[config.mk]
export PLATFORM = sky130hd
export DESIGN_NAME = itick_gen
export DESIGN_NICKNAME = d
export VERILOG_FILES = /design/src/rtl/itick_pkg.sv /design/src/rtl/itick_prescale.sv /design/src/rtl/itick_period.sv /design/src/rtl/itick_gen.sv
export SDC_FILE = /design/constraint.sdc
export NUM_CORES = 1
export LEC_CHECK = 0
export BUFFER_PORTS_ARGS = -buffer_cell sky130_fd_sc_hd__buf_2
export CAP_MARGIN = 20
export CORE_ASPECT_RATIO = 1.4
export CORE_MARGIN = 4
export CORE_UTILIZATION = 50
export DETAILED_ROUTE_END_ITERATION = 7
export PLACE_DENSITY = 0.69
export SYNTH_ARGS = -nofsm -noshare
export SYNTH_HDL_FRONTEND = slang
export SYNTH_HIERARCHICAL = 1
export SYNTH_SLANG_ARGS = --single-unit
[constraint.sdc]
create_clock -name clk -period 4.44 [get_ports clk]
set_clock_uncertainty 0.15 [all_clocks]
set_input_delay 0.888 -clock clk [delete_from_list [all_inputs] [get_ports clk]]
set_output_delay 0.888 -clock clk [all_outputs]
set_load 0.01 [all_outputs]
[src/rtl/itick_pkg.sv]
// Package: shared constants for the retired-instruction tick generator.
// Assumes: a single clock domain; the divide ratio is a compile-time constant.
package itick_pkg;
    localparam int unsigned ITICK_DIV   = 20;   // retirements per prescaler tick
    localparam int unsigned ITICK_CFG_W = 16;   // width of the period value
endpackage

[src/rtl/itick_prescale.sv]
// Module: itick_prescale
// Divides the retirement strobe by DIV. It emits a combinational tick in the
// same cycle as the DIV-th strobe and wraps to zero at that strobe.
// Assumes: DIV >= 2; step_i is a one-cycle-per-event strobe.
module itick_prescale #(
    parameter int unsigned DIV = 20
) (
    input  logic clk,
    input  logic rst_n,
    input  logic step_i,
    output logic tick_o
);
    localparam int unsigned PW = (DIV > 1) ? $clog2(DIV) : 1;
    localparam logic [PW-1:0] LAST = PW'(DIV - 1);

    logic [PW-1:0] phase_q;
    logic          at_last;

    // Purpose: flag the final phase and qualify it with a strobe.
    always_comb begin
        at_last = (phase_q == LAST);
        tick_o  = step_i && at_last;
    end

    // Purpose: advance the phase on each strobe, wrapping after DIV strobes.
    always_ff @(posedge clk) begin
        if (!rst_n)      phase_q <= '0;
        else if (step_i) phase_q <= at_last ? '0 : phase_q + 1'b1;
    end

    AST_PHASE_RANGE: assert property (@(posedge clk) disable iff (!rst_n)
        phase_q <= LAST);
    AST_PHASE_IDLE: assert property (@(posedge clk) disable iff (!rst_n)
        !step_i |=> $stable(phase_q));
endmodule

[src/rtl/itick_period.sv]
// Module: itick_period
// Counts prescaler ticks down from a captured period value and registers a
// one-cycle fire on the tick that ends the period. A remaining count of zero
// means "start of period": the next tick then uses cfg_i directly, so the new
// period starts at once with no lost tick. A zero cfg_i leaves the counter idle.
// Assumes: tick_i is a single-cycle strobe.
module itick_period #(
    parameter int unsigned CW = 16
) (
    input  logic          clk,
    input  logic          rst_n,
    input  logic          tick_i,
    input  logic [CW-1:0] cfg_i,
    output logic          fire_o
);
    logic [CW-1:0] left_q;
    logic [CW-1:0] live;
    logic          ends_now;

    // Purpose: pick the count in effect and detect the final tick.
    always_comb begin
        live     = (left_q == '0) ? cfg_i : left_q;
        ends_now = tick_i && (live == CW'(1));
    end

    // Purpose: step the remaining count and register the fire event.
    always_ff @(posedge clk) begin
        if (!rst_n) begin
            left_q <= '0;
            fire_o <= 1'b0;
        end else begin
            fire_o <= ends_now;
            if (tick_i) left_q <= (live == '0) ? '0 : live - 1'b1;
        end
    end

    AST_ZERO_SILENT: assert property (@(posedge clk) disable iff (!rst_n)
        (tick_i && left_q == '0 && cfg_i == '0) |=> !fire_o);
    AST_COUNT_IDLE: assert property (@(posedge clk) disable iff (!rst_n)
        !tick_i |=> $stable(left_q));
endmodule

[src/rtl/itick_gen.sv]
// Module: itick_gen (top)
// Periodic interrupt event counted in retired instructions: a fixed divide-by-DIV
// prescaler feeds a period counter that fires every N prescaler ticks.
// Assumes: retire_i pulses once per retired instruction; period_cfg_i comes from
// the host side and may change at any time.
module itick_gen #(
    parameter int unsigned DIV = itick_pkg::ITICK_DIV,
    parameter int unsigned CW  = itick_pkg::ITICK_CFG_W
) (
    input  logic          clk,
    input  logic          rst_n,
    input  logic          retire_i,
    input  logic [CW-1:0] period_cfg_i,
    output logic          fire_o
);
    logic pre_tick;

    itick_prescale #(.DIV(DIV)) u_pre (
        .clk    (clk),
        .rst_n  (rst_n),
        .step_i (retire_i),
        .tick_o (pre_tick)
    );

    itick_period #(.CW(CW)) u_per (
        .clk    (clk),
        .rst_n  (rst_n),
        .tick_i (pre_tick),
        .cfg_i  (period_cfg_i),
        .fire_o (fire_o)
    );

    AST_FIRE_AFTER_RETIRE: assert property (@(posedge clk) disable iff (!rst_n)
        fire_o |-> $past(retire_i));
    AST_FIRE_ONE_CYCLE: assert property (@(posedge clk) disable iff (!rst_n)
        fire_o |=> !fire_o);
endmodule

==> results.cfg <==
[run_status]
status = finished, final reports clean

[synthesis]
synth_seq_cells = 22
syn_area_sq_um = 1760
ys_warn_count = 6
syn_nets = 249
yosysSeqAreaShare_pct = 25.0
async_reset_ff_share_pct = 0
synth-main-ff-cell = dfxtp_1
synth_cell_types = 67
synth-edff-count = 0
synth.avg_cell_area_sq_um = 7.76
synth_cells = 227

[clock_network]
clock_latency_ns = 0.26
cts_tree = yes
cts_resized = 0
cts_sinks = 22
postCtsSetupBuffers = 0
cts_max_level = 1
cts_buffer_depth = 2
cts_inserted_buffers = 3
cts_hold_buf = 0
cts_root_buf = clkbuf_8
clkTransAtPathRegs_ns = 0.08

[worst_setup_path]
cp_num_cells = 10
slowest_stage = o21ai_1
r2r-end = u_per/left_q[11]$_SDFFE_PN0P_
rrSetupSlack_ns = 0.39
critPathLaunchType = flop
cpLargestDelayFamily = compound AO/OA/AOI/OAI gates
crit_path_cell_trace = or3_1 -> or2_1 -> nor2_4 -> a21oi_1 -> ha_1 -> or3b_2 -> a2111o_1 -> o21ai_1 -> o21ai_0 -> o2bb2ai_1
crit_fanout = 19
reg2reg_from = u_per/left_q[10]$_SDFFE_PN0P_
worstPathRequired_ns = 4.40
reg2reg_depth = 10
critical-path-max-stage-delay_ns = 0.81
cp.buffers_inverters = 0
critPathKind = reg -> reg
crit_path_end_kind = flop
critPathArrivalTime_ns = 4.01

[final_layout]
diodes = 0
final_cell_mix = nor2_1 (27), dfxtp_1 (22), buf_2 (19), a21oi_1 (18), nand2_1 (14)
layout.nets = 267
final_cells = 283
utilization_pct = 57.0
area_delta_synth_final_pct = 9.30
layout-drive-gt1-share_pct = 18.1
final_common_cell = nor2_1

[grt]
grt_max_degree = 20
grt_pass1_wl_um = 7890
antenna_found_initial = 0
overflow = 0
grt_usage_pct = 21.9
grt_pass1_vias = 1704

[floorplan]
fp.dieH_um = 78.2
core_area_sq_um = 3380
num_rows = 25
die_area_sq_um = 4550
initial_core_util_pct = 52.1
die_x_um = 58.2
ios = 20

[detailed_routing]
top_layer = met4
wl_met2_um = 2500
vias_per_cell = 6.42
drt.antenna.violating_nets = 0
met1_length_um = 1850
drt-total-wl_um = 4710
drcViolationCount = 0
wl_per_cell_um = 16.6
dr_wl_met3_um = 231
dr.first_iter.drc_count = 105
vias = 1816
firstDrtPassIters = 5

[sta]
hold_viol = 0
slew_headroom_pct = 30.1
clock.fmax_mhz = 247
min_period_over_period_pct = 91.3
setup_viol = 0
fin_crit_ns = 4.05
worst_pin_slew_ns = 1.04
rsz0062_at_grt = no
fin_tns_setup_ns = 0
drv_slew = 0

[placement]
dp_hpwl_um = 3650
placed_cells = 280
io_buffers = 19
gp_congestion = 0.938

[pwr]
p_leak_uw = 0.000740
ir_drop_mv = 0.177
finalPower_uw = 378
power.density_nw_per_um2 = 196

[hold_path]
worstHoldPathCells = 2
min_from = u_pre/phase_q[4]$_SDFFE_PN0P_
worstHoldEndpoint = u_pre/phase_q[4]$_SDFFE_PN0P_
hold_path.class = reg -> reg

[flow_run]
cap_viol_max_count = 0
==> state kept, by name, summed over array words and instances, names as in the netlist <==
signal         flops
u_per/fire_o       1
u_per/left_q      16
u_pre/phase_q      5
==> cells by family (layout without fill, tap and decap cells) <==
group,Yosys count,after routing,synth area share (%)
xor+xnor,4,4,1.99
flops,22,22,25.0
buf+inv,16,32,4.05
simple gates,103,103,32.8
mux,6,6,3.48
compound gates,73,73,30.5
fa+ha+maj,3,3,2.13
==> stage by stage <==
step                setup WS [ns]  hold slack (ns)  cell area (sq um)
CTS                         0.402            0.343               1930
floorplan                    1.06            0.297               1760
detailed placement          0.423            0.329               1880
global route               0.0754            0.367               1930
finish                      0.387            0.335               1930
global placement            0.554            0.319               1880
==> Yosys cell counts, drive strengths merged, types with 2 or more instances <==
cell type | n | area, sq um
or4 | 10 | 81.3
nor4 | 7 | 50.1
inv | 7 | 26.3
nor2 | 28 | 113
clkbuf | 6 | 23.8
o21ai | 13 | 65.1
or3 | 7 | 48.8
o211ai | 3 | 22.5
o22ai | 3 | 18.8
a21o | 3 | 25.0
a21oi | 18 | 90.1
o21a | 4 | 30.0
ha | 3 | 37.5
dfxtp | 22 | 440
a21boi | 4 | 30.0
o31ai | 2 | 28.8
buf | 3 | 21.3
a22oi | 3 | 22.5
a2111oi | 3 | 51.3
o2bb2ai | 5 | 50.0
or2 | 3 | 21.3
nand2 | 15 | 58.8
nor3 | 6 | 35.0
xnor2 | 3 | 26.3
nand3 | 8 | 40.0
mux2i | 5 | 50.1
nand4 | 3 | 18.8
a31oi | 2 | 12.5
nor2b | 5 | 31.3
and3 | 4 | 25.0
==> worst reg2reg max path: cells and delay by family, from the launching register on <==
family | cells | cell delay [ns]
AOI/OAI and AO/OA | 5 | 1.88
adders and majority gates | 1 | 0.24
and+or+nand+nor | 4 | 1.23
DFF | 1 | 0.40
==> power by group <==
group,internal [uW],switching (uW)
Sequential,199,1.89
Clock,60.5,63.9
Combinational,22.8,29.8
==> routing by layer <==
layer | track usage (%) | vias up
met5 | 0 | -
met2 | 37.6 | 69
met4 | 11.1 | 0
met1 | 26.2 | 828
met3 | 2.63 | 13
li1 | - | 906
==> layout make-up <==
cell class                      instances  area, sq um
Clock buffer                            3         41.3
Fill cell                             322         1450
Inverter                                7         26.3
Multi-Input combinational cell        189         1250
Sequential cell                        22          440
Tap cell                               40         50.0
Timing Repair Buffer                   22          118
==> worst max path at each step <==
stage,from,end
global placement,u_per/left_q[13]$_SDFFE_PN0P_,u_per/left_q[12]$_SDFFE_PN0P_
global route,u_per/left_q[10]$_SDFFE_PN0P_,u_per/left_q[11]$_SDFFE_PN0P_
floorplan,u_per/left_q[13]$_SDFFE_PN0P_,u_per/left_q[14]$_SDFFE_PN0P_
detailed placement,u_per/left_q[10]$_SDFFE_PN0P_,u_per/left_q[12]$_SDFFE_PN0P_
finish,u_per/left_q[10]$_SDFFE_PN0P_,u_per/left_q[11]$_SDFFE_PN0P_
CTS,u_per/left_q[10]$_SDFFE_PN0P_,u_per/left_q[12]$_SDFFE_PN0P_
No activity file was read; power rests on OpenSTA's default activity.
